==> src/rtl/sdsts_pkg.sv <==
package sdsts_pkg;
  localparam int WORD_W   = 32;
  localparam int N_EVT    = 13;
  localparam int N_LIVE   = 11;
  localparam int LIVE_LSB = 11;
  localparam int LOW_EVT  = 11;  // events kept at their own index
  localparam int HIGH_GAP = N_LIVE;

  // status bit position of latched event k
  function automatic int evt_pos(input int k);
    return (k < LOW_EVT) ? k : k + HIGH_GAP;
  endfunction
endpackage

==> src/rtl/sdsts_sticky.sv <==
module sdsts_sticky #(
  parameter int N = 13
) (
  input  logic         clk,
  input  logic         rst_n,
  input  logic [N-1:0] set_i,
  input  logic [N-1:0] clr_i,
  output logic [N-1:0] flag_o
);
  logic [N-1:0] flag_q;

  for (genvar k = 0; k < N; k++) begin : g_flag
    always_ff @(posedge clk) begin
      if (!rst_n)          flag_q[k] <= 1'b0;
      else if (set_i[k])   flag_q[k] <= 1'b1;
      else if (clr_i[k])   flag_q[k] <= 1'b0;
    end
  end

  assign flag_o = flag_q;

  AST_SET_STICKS: assert property (@(posedge clk) disable iff (!rst_n)
    (|set_i) |=> ((flag_q & $past(set_i)) == $past(set_i)));
  AST_NO_SPURIOUS_DROP: assert property (@(posedge clk) disable iff (!rst_n)
    1'b1 |=> ((($past(flag_q) & ~$past(clr_i)) & ~flag_q) == '0));
  AST_CLEAR_EMPTIES: assert property (@(posedge clk) disable iff (!rst_n)
    1'b1 |=> ((flag_q & $past(clr_i & ~set_i)) == '0));
endmodule

==> src/rtl/sdsts_pack.sv <==
module sdsts_pack
  import sdsts_pkg::*;
(
  input  logic [N_EVT-1:0]  flag_i,
  input  logic [N_LIVE-1:0] live_i,
  output logic [WORD_W-1:0] word_o
);
  logic [WORD_W-1:0] evt_part;
  logic [WORD_W-1:0] live_part;

  for (genvar b = 0; b < WORD_W; b++) begin : g_bit
    localparam bit IS_LIVE = (b >= LIVE_LSB) && (b < LIVE_LSB + N_LIVE);
    localparam int EVT_IDX = (b < LOW_EVT) ? b : b - HIGH_GAP;
    localparam bit IS_EVT  = !IS_LIVE && (EVT_IDX >= 0) && (EVT_IDX < N_EVT);
    if (IS_LIVE) begin : g_live
      assign live_part[b] = live_i[b-LIVE_LSB];
      assign evt_part[b]  = 1'b0;
    end else if (IS_EVT) begin : g_evt
      assign live_part[b] = 1'b0;
      assign evt_part[b]  = flag_i[EVT_IDX];
    end else begin : g_rsvd
      assign live_part[b] = 1'b0;
      assign evt_part[b]  = 1'b0;
    end
  end

  assign word_o = evt_part | live_part;
endmodule

==> src/rtl/sdsts_irq.sv <==
module sdsts_irq #(
  parameter int W = 32
) (
  input  logic         clk,
  input  logic         rst_n,
  input  logic         mask_we,
  input  logic [W-1:0] mask_wdata,
  input  logic [W-1:0] status_i,
  output logic [W-1:0] mask_o,
  output logic         irq_o
);
  logic [W-1:0] mask_q;
  logic         irq_q;

  always_ff @(posedge clk) begin
    if (!rst_n)       mask_q <= '0;
    else if (mask_we) mask_q <= mask_wdata;
  end

  always_ff @(posedge clk) begin
    if (!rst_n) irq_q <= 1'b0;
    else        irq_q <= |(status_i & mask_q);
  end

  assign mask_o = mask_q;
  assign irq_o  = irq_q;

  AST_MASK_LANDS: assert property (@(posedge clk) disable iff (!rst_n)
    mask_we |=> (mask_q == $past(mask_wdata)));
endmodule

==> src/rtl/sdsts_status_reg.sv <==
module sdsts_status_reg
  import sdsts_pkg::*;
#(
  parameter int          ADDR_W  = 8,
  parameter logic [7:0]  STA_OFS = 8'h34,
  parameter logic [7:0]  CLR_OFS = 8'h38,
  parameter logic [7:0]  MSK_OFS = 8'h3C
) (
  input  logic              clk,
  input  logic              rst_n,
  input  logic [ADDR_W-1:0] rd_addr,
  output logic [WORD_W-1:0] rd_data,
  input  logic              wr_en,
  input  logic [ADDR_W-1:0] wr_addr,
  input  logic [WORD_W-1:0] wr_data,
  input  logic [N_EVT-1:0]  evt_i,
  input  logic [N_LIVE-1:0] live_i,
  output logic              irq_o
);
  localparam logic [ADDR_W-1:0] A_STA = ADDR_W'(STA_OFS);
  localparam logic [ADDR_W-1:0] A_CLR = ADDR_W'(CLR_OFS);
  localparam logic [ADDR_W-1:0] A_MSK = ADDR_W'(MSK_OFS);

  logic              clr_hit, msk_hit;
  logic [N_EVT-1:0]  clr_vec;
  logic [N_EVT-1:0]  flags;
  logic [WORD_W-1:0] status_w;
  logic [WORD_W-1:0] mask_w;

  assign clr_hit = wr_en && (wr_addr == A_CLR);
  assign msk_hit = wr_en && (wr_addr == A_MSK);

  for (genvar k = 0; k < N_EVT; k++) begin : g_clr
    assign clr_vec[k] = clr_hit & wr_data[evt_pos(k)];
  end

  sdsts_sticky #(.N(N_EVT)) u_sticky (
    .clk(clk), .rst_n(rst_n), .set_i(evt_i), .clr_i(clr_vec), .flag_o(flags)
  );

  sdsts_pack u_pack (
    .flag_i(flags), .live_i(live_i), .word_o(status_w)
  );

  sdsts_irq #(.W(WORD_W)) u_irq (
    .clk(clk), .rst_n(rst_n), .mask_we(msk_hit), .mask_wdata(wr_data),
    .status_i(status_w), .mask_o(mask_w), .irq_o(irq_o)
  );

  always_comb begin
    if (rd_addr == A_STA)      rd_data = status_w;
    else if (rd_addr == A_MSK) rd_data = mask_w;
    else                       rd_data = '0;
  end

  AST_STATUS_WRITE_INERT: assert property (@(posedge clk) disable iff (!rst_n)
    (wr_en && wr_addr == A_STA && evt_i == '0) |=> $stable(flags));
  AST_IRQ_FOLLOWS: assert property (@(posedge clk) disable iff (!rst_n)
    1'b1 |=> (irq_o == |($past(status_w) & $past(mask_w))));
endmodule

==> config.mk <==
export PLATFORM = sky130hd
export DESIGN_NAME = sdsts_status_reg
export DESIGN_NICKNAME = d
export VERILOG_FILES = /design/src/rtl/sdsts_pkg.sv /design/src/rtl/sdsts_sticky.sv /design/src/rtl/sdsts_pack.sv /design/src/rtl/sdsts_irq.sv /design/src/rtl/sdsts_status_reg.sv
export SDC_FILE = /design/constraint.sdc
export NUM_CORES = 1
export LEC_CHECK = 0
export BUFFER_PORTS_ARGS = -buffer_cell sky130_fd_sc_hd__buf_4
export CELL_PAD_IN_SITES_DETAIL_PLACEMENT = 0
export CELL_PAD_IN_SITES_GLOBAL_PLACEMENT = 1
export CORE_MARGIN = 2
export CORE_UTILIZATION = 37
export CTS_CLUSTER_DIAMETER = 40
export DETAILED_ROUTE_END_ITERATION = 16
export PLACE_DENSITY = 0.8
export SETUP_SLACK_MARGIN = 0.3
export SLEW_MARGIN = 20
export SYNTH_ARGS = -nofsm -noshare
export SYNTH_HDL_FRONTEND = slang
export SYNTH_HIERARCHICAL = 1
export SYNTH_SLANG_ARGS = --single-unit
==> constraint.sdc <==
create_clock -name clk -period 2.3 [get_ports clk]
set_input_delay 0.46 -clock clk [delete_from_list [all_inputs] [get_ports clk]]
set_output_delay 0.46 -clock clk [all_outputs]
set_load 0.01 [all_outputs]
# Yosys cells after proc, flatten, opt, wreduce, memory -nomap -nowiden

Index checks and enable logic that the tools add are counted.

Register bits after elaboration: 46
Input port bits: 75
Output and inout port bits: 33
Word-level logic and storage cells: 78

Equality and inequality tests: 4
Mux-type cells: 28
Bitwise logic cells: 15
Reductions and logical operators: 16

Operators with widths:

| cell                                           | count |
|---|---|
| 2-to-1 mux 32 bit                              | 2 |
| bitwise AND 24 x 32 -> 32 bit                  | 1 |
| == test 8 x 6 -> 1 bit (second input constant) | 4 |
| OR reduction 32 bit                            | 1 |
| 2-to-1 mux 1 bit                               | 26 |
| nonzero test 2 bit                             | 13 |
| bitwise OR 24 x 22 -> 24 bit                   | 1 |
| bitwise AND 1 bit                              | 13 |
| logical AND 1 bit                              | 2 |

# Depth between registers and ports, before layout

Depth in word-level cells: 5
Depth in mapped cells: 7
Mapped depth without buffers: 4

# Modules after synthesis

The synthesis kept the hierarchy.

Modules (own cells, without submodules):

| module           | times used | cells an instance | area each (um^2) | seq. area each (um^2) |
|---|---|---|---|---|
| sdsts_irq        | 1          | 125               | 1,391.3          | 660.6 |
| sdsts_status_reg | 1          | 110               | 889.6            | 0.0 |
| sdsts_sticky     | 1          | 40                | 450.4            | 260.2 |
| sdsts_pack       | 1          | 33                | 244.0            | 0.0 |

# Least setup slack after synthesis

No wires, ideal clock.

Path type: input port to output port
Start: in rd_addr[0]
End: out rd_data[0]
Arrival time: 1.502 ns
Required time: 1.840 ns
Setup slack: 0.338 ns
Stages on the path: 4
Buffers on the path: 2
Cell sequence: or4b_1 buf_2 buf_6 nor3_2

Longest elaborated chain between the ends: 3
Elaborated cells between the ends (all ways): 4
Those cells by class: eq/ne (2); mux (2)

Ends and longest elaborated chain:

| element                | RTL line               | RTL |
|---|---|---|
| start, declared        | sdsts_status_reg.sv:11 | `input logic [ADDR_W-1:0] rd_addr,` |
| == test 8 x 6 -> 1 bit | sdsts_status_reg.sv:52 | `else if (rd_addr == A_MSK) rd_data = mask_w;` |
| 2-to-1 mux 32 bit      | sdsts_status_reg.sv:52 |  |
| 2-to-1 mux 32 bit *    | sdsts_status_reg.sv:51 | `if (rd_addr == A_STA) rd_data = status_w;` |
| end, declared          | sdsts_status_reg.sv:12 | `output logic [WORD_W-1:0] rd_data,` |

Mark *: on every way between the ends. The rest lies on a longest branch, timed or not.

# Worst setup path in the final report

Start: in rd_addr[0]
End: out rd_data[27]

Same word-level chain as after synthesis.

==> impl_metrics.tcl <==
set metrics [dict create \
    run_status "finished clean" \
    internal_power_uw 1200 \
    row_count 32 \
    route.antenna.remaining_nets 0 \
    cts_hold_buf 0 \
    synthCells 308 \
    drtIter0Drc 53 \
    path_clk_slew_ps 80 \
    switching_power_uw 390 \
    r2r_start "u_sticky/flag_o[0]" \
    clock-sinks 46 \
    core_area_um2 7770 \
    hp-class "input pin to flip-flop" \
    max_stage_delay_ps 580 \
    rrSetupSlack_ps 990 \
    diodes 0 \
    swShare_pct 24.5 \
    die_y_um 93.7 \
    synthDistinctLibCells 21 \
    port_buffers 107 \
    reg2regPathDepth 3 \
    crit_cells 5 \
    post-route-min-period_ps 2180 \
    crit_chain "buf_4 > or4b_4 > buf_6 > nor3_2 > buf_4" \
    crit_top_cell "buf_4" \
    pin_count 108 \
    setup_violations 0 \
    final_area_um2 3770 \
    grt-ovfl-total 0 \
    synth_top_cell_by_area "dfxtp_1" \
    synth_top_area_share_pct 31.0 \
    cts_buffer_depth 2 \
    synth.avg_cell_area_um2 9.66 \
    drtPass1Iterations 4 \
    slew_violations 0 \
    crit_type "input pin to output port" \
    critical_path.top_delay_family "simple AND/OR/NAND/NOR gates" \
    cts_tree "done" \
    grtUsageTotal_pct 17.2 \
    synth.area.top_cells "dfxtp_1, mux2i_1, nor3_2, nor2b_1, buf_4" \
    worstReg2RegEnd "u_irq/irq_o" \
    cp.arrival_ps 1720 \
    die_w_um 93.7 \
    grt_pass1_wl_um 11900 \
    place.gp.congestion 0.758 \
    syn_to_final_growth_pct 26.7 \
    dp_hpwl_um 5400 \
    viasPerCell 4.89 \
    nets 458 \
    startpoint "rd_addr[0]" \
    clock.fmax_mhz 460 \
    grt_pass1_vias 2439 \
    pwr-share-comb_pct 15.9 \
    p_clk_share_pct 32.1 \
    grt_max_degree 47 \
    netlist_area_um2 2980 \
    path_max_fanout 11 \
    start_kind "input pin" \
    layout_commonest_cell "buf_4" \
    drive_gt1_share_pct 40.9 \
    cts_root_buf "clkbuf_8" \
    postRouteWirelength_um 7420 \
    ir_drop_mv 0.235 \
    initial_core_util_pct 38.3 \
    layout_common_cells "buf_4, mux2i_1, dfxtp_1" \
    clock_latency_ps 290 \
    drc_errors 0 \
    tns_ps 0 \
    power.density_nw_per_um2 421 \
    crit_path_end "rd_data[27]" \
    synth-seq-cells 46 \
    endpoint_kind "output port" \
    worst_ep_required_time_ps 1840 \
    fillCellCount 753 \
    synth_warnings 6 \
    power_frac_seq_pct 52.0 \
    skew_ps 2.05 \
    postPlaceCellArea_um2 3660 \
    leakage_uw 0.00149 \
    wire_per_inst_um 15.3 \
    antenna_found_initial 0 \
    cp_slowest_cell "or4b_4" \
    critPathBufInv 3 \
    vias 2378 \
    h-tree-depth 2 \
    cts_buffers 5 \
    grt_setup_unrepaired "yes" \
    seq_area_frac_synth_pct 31.0 \
    cap_violations 0 \
    worstMarginPinSlew_ps 553 \
    max_slew_margin_pct 63.1 \
    die_area_um2 8780 \
    fin_crit_sh_pct 94.6 \
    report.final.hold_viol_count 0 \
]
synth_stat cells:
| library cell | count |
|---|---|
| a22oi_1 | 13 |
| a22oi_2 | 3 |
| buf_1 | 3 |
| buf_2 | 5 |
| buf_4 | 35 |
| buf_6 | 4 |
| clkbuf_1 | 7 |
| conb_1 | 1 |
| dfxtp_1 | 46 |
| inv_1 | 14 |
| mux2i_1 | 64 |
| nand3b_1 | 1 |
| nand4_1 | 4 |
| nand4bb_1 | 2 |
| nor2b_1 | 45 |
| nor3_1 | 3 |
| nor3_2 | 30 |
| nor4_1 | 13 |
| o21a_1 | 13 |
| o41a_1 | 1 |
| or4b_1 | 1 |
routing by layer:
metal  part of all wire [%]  GRT usage (%)
met3                    5.7           3.21
met4                    1.1           3.99
met1                     46           22.4
met5                      0              0
met2                     48           29.6
cell type report:
type	count	area, um2	share of cell area, %
tap	102	128	3.39
sequential	46	921	24.4
multi-input combinational	201	1670	44.4
timing repair buffer	115	905	24.0
inverter	14	52.6	1.39
clock buffer	7	86.3	2.29
clock inverter	1	5.00	0.133
per-stage QoR:
step                      hold slack [ps]  total power, uW  cells  setup WS [ps]  util [%]
after floorplan                       505             1010    315            338         -
after CTS                             361             1610    486            127      48.5
after global placement                518             1100    478          -58.6      47.2
after global routing                  365             1670    486           93.7      48.5
after detailed placement              533             1100    478           -103      47.2
final                                 368             1590    486            125      48.5
power groups by stage:
stage	sequential (uW)	clock, uW	combinational, uW
final	826	509	253
after floorplan	837	0	170
after CTS	826	525	255
after global routing	829	560	276
after global placement	845	0	251
after detailed placement	845	0	253
registers in the layout, indices dropped and copies added, names as in the netlist:
register and flops:
u_irq/irq_o 1, u_irq/mask_o 32, u_sticky/flag_o 13
timing repair:
action | CTS | global route
resized for setup | 2 | 1
endpoints found under the setup margin | 32 | 31
buffers inserted | 0 | 0
worst min-delay path by stage:
stage / start / to / cells past startpoint
5_1_grt: evt_i[4] / u_sticky/flag_o[4] / 2
4_1_cts: evt_i[6] / u_sticky/flag_o[6] / 2
2_1_floorplan: u_irq/mask_o[0] / u_irq/mask_o[0] / 2
3_5_place_dp: u_irq/mask_o[30] / u_irq/mask_o[30] / 2
6_report: evt_i[0] / u_sticky/flag_o[0] / 2
3_3_place_gp: u_irq/mask_o[16] / u_irq/mask_o[16] / 2
cell families (layout without fill, tap and decap cells):
family,Yosys count,after routing,synth area share [%]
AOI/OAI and AO/OA,30,30,8.20
buffers and inverters,68,137,14.2
DFF,46,46,31.0
muxes,64,64,21.5
other,1,8,0.126
and+or+nand+nor,99,99,25.0
Note: power is estimated with default switching activity, not from simulation.
